### src/rtl/fault_route_pkg.sv
package fault_route_pkg;
   localparam logic [1:0] ACC_LOAD  = 2'd0;
   localparam logic [1:0] ACC_STORE = 2'd1;
   localparam logic [1:0] ACC_FETCH = 2'd2;
   localparam logic [1:0] ACC_NONE  = 2'd3;

   localparam int EXC_W     = 4;
   localparam int EXC_INST  = 0;
   localparam int EXC_HINST = 1;
   localparam int EXC_DATA  = 2;
   localparam int EXC_HDATA = 3;

   localparam int CODE_W = 32;
   localparam logic [CODE_W-1:0] CODE_SEGNX    = 32'h1000_0000;
   localparam logic [CODE_W-1:0] CODE_MISS     = 32'h4000_0000;
   localparam logic [CODE_W-1:0] CODE_STOREBIT = 32'h0200_0000;
   localparam logic [CODE_W-1:0] CODE_PROT     = 32'h0800_0000;
   localparam logic [CODE_W-1:0] CODE_KEY      = 32'h0020_0000;
endpackage

### src/rtl/fault_classify.sv
module fault_classify
   import fault_route_pkg::*;
(
   input  logic [1:0]        acc_type,
   input  logic              seg_noexec,
   input  logic              pte_miss,
   input  logic              prot_deny,
   input  logic              key_deny,
   output logic              hit,
   output logic              is_fetch,
   output logic [CODE_W-1:0] code
);
   logic is_data;

   always_comb begin
      is_fetch = (acc_type == ACC_FETCH);
      is_data  = (acc_type == ACC_LOAD) || (acc_type == ACC_STORE);
      hit      = 1'b0;
      code     = '0;
      if (is_fetch) begin
         if (seg_noexec) begin
            hit  = 1'b1;
            code = CODE_SEGNX;
         end else if (pte_miss) begin
            hit  = 1'b1;
            code = CODE_MISS;
         end else if (prot_deny || key_deny) begin
            hit  = 1'b1;
            code = CODE_PROT;
         end
      end else if (is_data) begin
         if (pte_miss) begin
            hit  = 1'b1;
            code = CODE_MISS | ((acc_type == ACC_STORE) ? CODE_STOREBIT : '0);
         end else if (prot_deny || key_deny) begin
            hit  = 1'b1;
            code = (prot_deny ? CODE_PROT : '0) | (key_deny ? CODE_KEY : '0);
         end
      end
   end
endmodule

### src/rtl/fault_route.sv
module fault_route #(
   parameter bit HYP_ROUTE = 1'b1
) (
   input  logic is_fetch,
   input  logic inst_reloc,
   input  logic data_reloc,
   input  logic hyp_state,
   input  logic vm_real,
   input  logic vm_reloc,
   output logic to_hyp
);
   logic reloc_on;
   logic mode_bit;

   assign reloc_on = is_fetch ? inst_reloc : data_reloc;
   assign mode_bit = reloc_on ? vm_reloc : vm_real;

   generate
      if (HYP_ROUTE) begin : g_hyp
         assign to_hyp = mode_bit & ~hyp_state;
      end else begin : g_flat
         logic unused_sel;
         assign unused_sel = mode_bit ^ hyp_state;
         assign to_hyp = 1'b0;
      end
   endgenerate
endmodule

### src/rtl/fault_bank.sv
module fault_bank #(
   parameter int AW = 64,
   parameter int SW = 32
) (
   input  logic          clk,
   input  logic          rst,
   input  logic          we,
   input  logic [AW-1:0] addr_in,
   input  logic [SW-1:0] stat_in,
   output logic [AW-1:0] addr_q,
   output logic [SW-1:0] stat_q
);
   always_ff @(posedge clk) begin
      if (rst) begin
         addr_q <= '0;
         stat_q <= '0;
      end else if (we) begin
         addr_q <= addr_in;
         stat_q <= stat_in;
      end
   end
endmodule

### src/rtl/fault_router_top.sv
module fault_router_top
   import fault_route_pkg::*;
#(
   parameter int AW        = 64,
   parameter bit HYP_ROUTE = 1'b1
) (
   input  logic              clk,
   input  logic              rst,
   input  logic              flt_vld,
   input  logic [1:0]        acc_type,
   input  logic              seg_noexec,
   input  logic              pte_miss,
   input  logic              prot_deny,
   input  logic              key_deny,
   input  logic [AW-1:0]     fault_ea,
   input  logic              inst_reloc,
   input  logic              data_reloc,
   input  logic              hyp_state,
   input  logic              vm_real,
   input  logic              vm_reloc,
   output logic              irq_vld,
   output logic [EXC_W-1:0]  exc_code,
   output logic [CODE_W-1:0] err_code,
   output logic [AW-1:0]     sup_addr,
   output logic [CODE_W-1:0] sup_stat,
   output logic [AW-1:0]     hyp_addr,
   output logic [CODE_W-1:0] hyp_stat
);
   localparam int NBANK = 2;

   generate
      if (AW < 32) begin : g_aw_chk
         $error("fault_router_top: AW must be at least 32");
      end
   endgenerate

   logic              hit;
   logic              is_fetch;
   logic [CODE_W-1:0] code;
   logic              to_hyp;
   logic [EXC_W-1:0]  exc_d;
   logic [CODE_W-1:0] err_d;
   logic [AW-1:0]     bank_addr [NBANK];
   logic [CODE_W-1:0] bank_stat [NBANK];

   fault_classify u_cls (
      .acc_type  (acc_type),
      .seg_noexec(seg_noexec),
      .pte_miss  (pte_miss),
      .prot_deny (prot_deny),
      .key_deny  (key_deny),
      .hit       (hit),
      .is_fetch  (is_fetch),
      .code      (code)
   );

   fault_route #(.HYP_ROUTE(HYP_ROUTE)) u_rte (
      .is_fetch  (is_fetch),
      .inst_reloc(inst_reloc),
      .data_reloc(data_reloc),
      .hyp_state (hyp_state),
      .vm_real   (vm_real),
      .vm_reloc  (vm_reloc),
      .to_hyp    (to_hyp)
   );

   always_comb begin
      exc_d = '0;
      err_d = '0;
      if (hit) begin
         if (is_fetch) begin
            exc_d[to_hyp ? EXC_HINST : EXC_INST] = 1'b1;
            err_d = code;
         end else begin
            exc_d[to_hyp ? EXC_HDATA : EXC_DATA] = 1'b1;
         end
      end
   end

   always_ff @(posedge clk) begin
      if (rst) begin
         irq_vld  <= 1'b0;
         exc_code <= '0;
         err_code <= '0;
      end else begin
         irq_vld <= flt_vld & hit;
         if (flt_vld) begin
            exc_code <= exc_d;
            err_code <= err_d;
         end
      end
   end

   generate
      for (genvar b = 0; b < NBANK; b++) begin : g_bank
         logic bank_we;
         assign bank_we = flt_vld & hit & ~is_fetch & (to_hyp == (b == 1));
         fault_bank #(.AW(AW), .SW(CODE_W)) u_bank (
            .clk    (clk),
            .rst    (rst),
            .we     (bank_we),
            .addr_in(fault_ea),
            .stat_in(code),
            .addr_q (bank_addr[b]),
            .stat_q (bank_stat[b])
         );
      end
   endgenerate

   assign sup_addr = bank_addr[0];
   assign sup_stat = bank_stat[0];
   assign hyp_addr = bank_addr[1];
   assign hyp_stat = bank_stat[1];
endmodule

### config.mk
export PLATFORM = sky130hd
export DESIGN_NAME = fault_router_top
export DESIGN_NICKNAME = d
export VERILOG_FILES = /design/src/rtl/fault_route_pkg.sv /design/src/rtl/fault_classify.sv /design/src/rtl/fault_route.sv /design/src/rtl/fault_bank.sv /design/src/rtl/fault_router_top.sv
export SDC_FILE = /design/constraint.sdc
export NUM_CORES = 1
export LEC_CHECK = 0
export BUFFER_PORTS_ARGS = -buffer_cell sky130_fd_sc_hd__buf_2
export CAP_MARGIN = 10
export CORE_UTILIZATION = 40
export DETAILED_ROUTE_END_ITERATION = 16
export PLACE_DENSITY = 0.69
export SLEW_MARGIN = 0
export SYNTH_ARGS = -nofsm -noshare
export SYNTH_HDL_FRONTEND = slang
export SYNTH_HIERARCHICAL = 1
export SYNTH_SLANG_ARGS = --single-unit
### constraint.sdc
create_clock -name clk -period 2.5 [get_ports clk]
set_input_delay 0.375 -clock clk [delete_from_list [all_inputs] [get_ports clk]]
set_output_delay 0.375 -clock clk [all_outputs]
set_load 0.01 [all_outputs]
==> results of run 1 <==
[final timing paths]
path | endpoint | depth (start not counted) | startpoint
worst max register to register | exc_code[3] | 2 | exc_code[3]
worst min register to register | err_code[8] | 2 | err_code[8]
worst max-delay path | g_bank[1].u_bank/addr_q[12] | 9 | acc_type[0]
worst min-delay path | g_bank[0].u_bank/addr_q[3] | 3 | fault_ea[3]
[layout make-up]
| class | instances | area, um2 | share of cell area |
|---|---|---|---|
| clock buffer | 29 | 671 | 0.0597 |
| sequential | 229 | 4580 | 0.408 |
| tap | 275 | 344 | 0.0306 |
| timing repair buffer | 328 | 1850 | 0.165 |
| multi-input combinational | 536 | 3530 | 0.314 |
| clock inverter | 16 | 250 | 0.0223 |
[sequential cells by signal, indices dropped and copies added, names as in the netlist]
signal and flops:
g_bank.u_bank/stat_q 64, g_bank.u_bank/addr_q 128, err_code 32, irq_vld 1, exc_code 4
[placed cells by master (no fill, tap or decap), drive strengths merged, types with 6 or more instances in the layout]
cell type	count
dfxtp	229
nor2	194
a21oi	36
conb	27
bufinv	6
mux2i	194
clkbuf	29
nand2b	36
nand4	33
buf	328
[through the flow]
stage               power, mW  hold slack [ns]
CTS                      8.86           0.0872
detailed placement       4.77            0.460
floorplan                4.50            0.493
global placement         4.76            0.456
finish                   8.75            0.113
global route             9.10            0.101
[worst min-delay path, delay by kind of cell]
kind | cells | cell delay, ns
buffers and inverters | 1 | 0.09
muxes | 1 | 0.06
and+or+nand+nor | 1 | 0.07
[cell families (layout without fill, tap and decap cells)]
logic type             count (synthesis)  after routing  synth area share
buffers and inverters                 91            373            0.0813
multiplexers                         194            194             0.223
other                                  1             27          0.000431
AND/OR/NAND/NOR                      275            275             0.143
AO/OA/AOI/OAI                         40             40            0.0256
flip-flops                           229            229             0.527
[power breakdown]
group	total, mW	switching, mW	internal, mW
logic	0.840	0.477	0.363
registers	3.85	0.0648	3.79
clock network	4.06	1.51	2.55
total	8.75	2.05	6.70
[layer usage]
layer / vias to the layer above / track usage / wire length, um
li1: 3311 / - / -
met1: 3165 / 0.226 / 9640
met2: 241 / 0.317 / 9990
met3: 26 / 0.0579 / 1820
met4: 2 / 0.0439 / 298
met5: - / 0 / 11
==> impl_metrics.toml, run 1 <==
[clock_network]
cts-root-buf = "clkbuf_16"
cts_max_path_buffers = 3
cts.sinks = 229
path_clk_slew_ns = 0.06
cts_tree = "done"
worstSkewPairLatency_ns = 0.51
numCtsBuffers = 25
cts_setup_buffers = 0
ctsHoldBuffers = 0
ctsResizeCount = 0
cts-htree-levels = 1

[setup_path]
critPathRequiredTime_ns = 2.89
crit_path_start_kind = "input pin"
crit_type = "input pin to flop"
cp_cell_sequence = "buf_2 > and2b_2 > mux2i_1 > mux2i_1 > and4b_4 > buf_12 > buf_12 > mux2i_1 > nor2_1"
worstPathMaxFanout = 15
regToRegSetupSlack_ns = 1.75
arrival_ns = 2.28
critPathBufInv = 3
cpMostUsedCell = "mux2i_1"
cp_slowest_cell = "mux2i_1"
critPathMaxStageDelay_ns = 0.36
worstSetupEndpointType = "flop"
cpLargestDelayFamily = "multiplexers"

[power_and_ir_drop]
power_density_nw_per_um2 = 779
ir_worst_vdd_mv = 0.433
p_leak_nw = 5.05

[routing]
drt-vias-per-instance = 4.77
postRouteAntennaNets = 0
dr.pass1.iters = 4
totalWireLength_um = 21800
post_drt_wl_per_cell_um = 15.4
drtIter0Drc = 214
vias = 6745
drc = 0

[synthesis]
synth_top_area_frac = 0.527
ys.flop_type = "dfxtp_1"
postSynthAreaPerCell_um2 = 10.5
synthTopCellsByCount = "dfxtp_1 (229), mux2i_1 (194), nor2_1 (194)"
yosys.cell_types.count = 28
synth.most_common_cell = "dfxtp_1"
ys.warnings.count = 6
ys_seq_elements = 229
yosysTopAreaCell = "dfxtp_1"
synthTopCellsByArea = "dfxtp_1 (53%), mux2i_1 (22%), nor2_1 (8.4%), buf_4 (3.8%), nand2b_1 (2.6%)"
synth.cell_area_um2 = 8710
yosysSeqAreaShare = 0.527
synthCells = 830
async_flop_share = 0
synth_edf_count = 0

[timing]
setup_ws_ns = 0.607
max_freq_mhz = 528
setup_viol = 0
rsz0062_at_grt = "false"
fin_worst_skew_ns = 0
final-hold-violation-count = 0
fin_crit_ns = 1.89
period_share = 0.757
setup_tns_ns = 0
slew_viol_final = 0

[placed_design]
dp.cells = 1368
hpwl_um = 14700
place.gp.congestion = 0.763
place_ws_ns = 0.120
dpl-instance-area_um2 = 10300
io_buffers = 306

[outcome]
status = "complete, no violations"

[cells_and_area]
stdcell_area_um2 = 11200
diodes = 0
fill_cells = 1955
drive_above_1_share = 0.333
finalNetCount = 1198
final_util = 0.531
syn2layout_area_growth_pct = 29.0
finalNonFillerCells = 1413

[floorplanning]
num_io_pins = 307
row_count = 53
die_y_um = 150
core_area_um2 = 21200
start_util = 0.412
die_w_um = 150
dieArea_um2 = 22400

[grt]
grt_usage = 0.186
grt_remaining_overflow = 0
antenna_found_initial = 1
grt_pass1_wl_um = 33300
first_global_vias = 6421
grt_start_max_net_pins = 66

[job]
maxCapViolCount = 0

[worst_hold_path]
hold_path.class = "input pin to flop"
No activity file was read; power rests on OpenSTA's default activity.
==> run 2: changes to the inputs <==
--- a/config.mk
+++ b/config.mk
@@ -5,11 +5,12 @@
 export SDC_FILE = /design/constraint.sdc
 export NUM_CORES = 1
 export LEC_CHECK = 0
+export ABC_AREA = 1
 export BUFFER_PORTS_ARGS = -buffer_cell sky130_fd_sc_hd__buf_2
 export CAP_MARGIN = 10
 export CORE_UTILIZATION = 40
 export DETAILED_ROUTE_END_ITERATION = 16
-export PLACE_DENSITY = 0.69
+export PLACE_DENSITY = 0.68
 export SLEW_MARGIN = 0
 export SYNTH_ARGS = -nofsm -noshare
 export SYNTH_HDL_FRONTEND = slang
==> constraint.sdc (replaced) <==
create_clock -name clk -period 1.8 [get_ports clk]
set_input_delay 0.27 -clock clk [delete_from_list [all_inputs] [get_ports clk]]
set_output_delay 0.27 -clock clk [all_outputs]
set_load 0.01 [all_outputs]
==> run 2 against run 1 <==
Routed wire length up 12%. Critical endpoint is now g_bank[0].u_bank/addr_q[0]. Clock-buffer cell count up 10. Clock power up 22%. Core utilization down 1.8 points. Non-clock buffer count up 18. Largest cell class unchanged. Critical path type unchanged. Largest power group is now sequential cells. Critical path depth up 4. First-iteration DRC count up 110%. Synthesized area up 12%. Setup slack worse by 0.19 ns. Final cell count up 47%.
==> impl_metrics.toml, run 2 <==
[synthesis]
yosysSeqAreaShare = 0.472
synth.most_common_cell = "nand2_1"
ys.flop_type = "dfxtp_1"
synth_edf_count = 0
yosys.cell_types.count = 18
synthTopCellsByArea = "dfxtp_1 (47%), nand2_1 (18%), nor2_1 (15%), inv_1 (7.9%), buf_6 (5.0%)"
synth.cell_area_um2 = 9710
synthTopCellsByCount = "nand2_1 (467), nor2_1 (393), dfxtp_1 (229)"
yosysTopAreaCell = "dfxtp_1"
synthCells = 1440
ys_seq_elements = 229
ys.warnings.count = 6
synth_top_area_frac = 0.472
async_flop_share = 0
postSynthAreaPerCell_um2 = 6.75

[setup_path]
crit_path_start_kind = "input pin"
critPathRequiredTime_ns = 2.21
worstPathMaxFanout = 17
cp_cell_sequence = "buf_2 > inv_1 > nor2_4 > nand2_1 > a21oi_1 > nor2_1 > buf_4 > nor3_2 > buf_4 > buf_4 > nand2_1 > nand2_1 > nor2_1"
crit_type = "input pin to flop"
critPathBufInv = 5
arrival_ns = 1.79
worstSetupEndpointType = "flop"
cpLargestDelayFamily = "buffers and inverters"
cp_slowest_cell = "buf_4"
critPathMaxStageDelay_ns = 0.24

[cells_and_area]
finalNetCount = 1818
largest_register_ffs = 128
syn2layout_area_growth_pct = 24.7
stdcell_area_um2 = 12100
final_common_cell = "nand2_1"
drive_above_1_share = 0.226
finalNonFillerCells = 2077
final_cell_mix = "nand2_1 (467), nor2_1 (392), buf_2 (306)"
top_register = "g_bank.u_bank/addr_q"
top_regs = "g_bank.u_bank/addr_q x128, g_bank.u_bank/stat_q x64, err_code x32"
diodes = 0
fill_cells = 2397

[clock_network]
ctsResizeCount = 0
cts-root-buf = "clkbuf_16"
cts.sinks = 229
ctsHoldBuffers = 0
worstSkewPairLatency_ns = 0.51
cts_tree = "done"
cts_setup_buffers = 0
path_clk_slew_ns = 0.06
cts-htree-levels = 1
cts_max_path_buffers = 3
numCtsBuffers = 25

[power_and_ir_drop]
switching_power_mw = 3.16
p_leak_nw = 6.64
ir_worst_vdd_mv = 0.575
p_total_mw = 12.1
comb_power_share = 0.134
p_seq_frac = 0.456
power_density_nw_per_um2 = 997
p_int_mw = 8.92
clkPwrFrac = 0.410
swShare = 0.262

[routing]
post_drt_wl_per_cell_um = 11.8
dr.pass1.iters = 5
vias = 8755
postRouteAntennaNets = 0
drc = 0
drt-met1-wl_um = 11000
drtIter0Drc = 454
totalWireLength_um = 24500
wl_met2_um = 10700
highest_layer = "met4"
drt-vias-per-instance = 4.22
wl_met3_um = 2450

[floorplanning]
start_util = 0.411
num_io_pins = 307
core_area_um2 = 23600
dieArea_um2 = 24900
die_y_um = 158
row_count = 56
die_w_um = 158

[grt]
antenna_found_initial = 0
grt_remaining_overflow = 0
grt_usage = 0.186
first_global_vias = 7635
grt_start_max_net_pins = 50
grt_pass1_wl_um = 37300

[timing]
rsz0062_at_grt = "false"
setup_ws_ns = 0.412
fin_crit_ns = 1.39
slew_viol_final = 0
final-hold-violation-count = 0
max_freq_mhz = 721
setup_viol = 0
period_share = 0.771
setup_tns_ns = 0
fin_worst_skew_ns = 0

[job]
maxCapViolCount = 0

[placed_design]
hpwl_um = 17300
place_ws_ns = -0.136
dpl-instance-area_um2 = 11300
dp.cells = 2032
place.gp.congestion = 0.806
io_buffers = 306

[outcome]
status = "complete, no violations"

[worst_hold_path]
hold_path.class = "input pin to flop"
==> run 2: changes by cell type in the layout (fill, tap and decap cells not counted), moves of 32 or more <==
| cell | previous run | this run |
|---|---|---|
| nand4_1 | 33 | 0 |
| nand3_1 | 0 | 32 |
| inv_1 | 0 | 203 |
| nor2_1 | 194 | 392 |
| a21oi_1 | 35 | 2 |
| mux2i_1 | 194 | 0 |
| nand2b_1 | 36 | 0 |
| nand2_1 | 2 | 467 |
==> run 2: per-layer routing <==
metal  up-vias  GRT usage
met4         0     0.0467
met3        30     0.0668
met5         -          0
met2       258      0.308
li1       4684          -
met1      3783      0.229
==> run 2: worst paths after layout <==
path | from | endpoint | slack [ns] | cells past startpoint
worst max-delay path | acc_type[1] | g_bank[0].u_bank/addr_q[0] | 0.41 | 13
worst min-delay path | fault_ea[53] | g_bank[0].u_bank/addr_q[53] | 0.05 | 5
worst max register to register | exc_code[3] | exc_code[3] | 1.21 | 2
worst min register to register | err_code[17] | err_code[17] | 0.45 | 2
==> run 2: worst min-delay path: cells and delay by family <==
| family | cells | cell delay [ns] |
|---|---|---|
| AND/OR/NAND/NOR | 3 | 0.12 |
| buffers and inverters | 2 | 0.15 |
==> run 2: per-stage QoR <==
step	utilization	hold WS, ns
finish	0.513	0.0464
global route	0.513	0.0376
CTS	0.513	0.0115
detailed placement	0.480	0.439
global placement	0.480	0.433
floorplan	-	0.339
==> run 2: layout make-up <==
class                      count  area (um2)  share of cell area
clock buffer                  39         728              0.0601
clock inverter                 6        58.8             0.00486
inverter                     206         781              0.0645
multi-input combinational    932        3600               0.298
sequential                   229        4580               0.379
tap                          319         399              0.0330
timing repair buffer         346        1960               0.162
==> run 2: power by group through the flow <==
stage | Sequential, mW | Clock, mW | Combinational [mW]
floorplan | 5.75 | 0 | 0.946
global placement | 5.60 | 0 | 1.60
detailed placement | 5.61 | 0 | 1.62
CTS | 5.51 | 5.08 | 1.63
global route | 5.54 | 5.31 | 1.83
finish | 5.51 | 4.95 | 1.62
==> run 2: logic make-up (layout without fill, tap and decap cells) <==
family	Yosys count	count (layout)	share of synthesized area
AO/OA/AOI/OAI	2	2	0.00103
buffers and inverters	305	597	0.168
flip-flops	229	229	0.472
other	1	27	0.000386
AND/OR/NAND/NOR	903	903	0.358
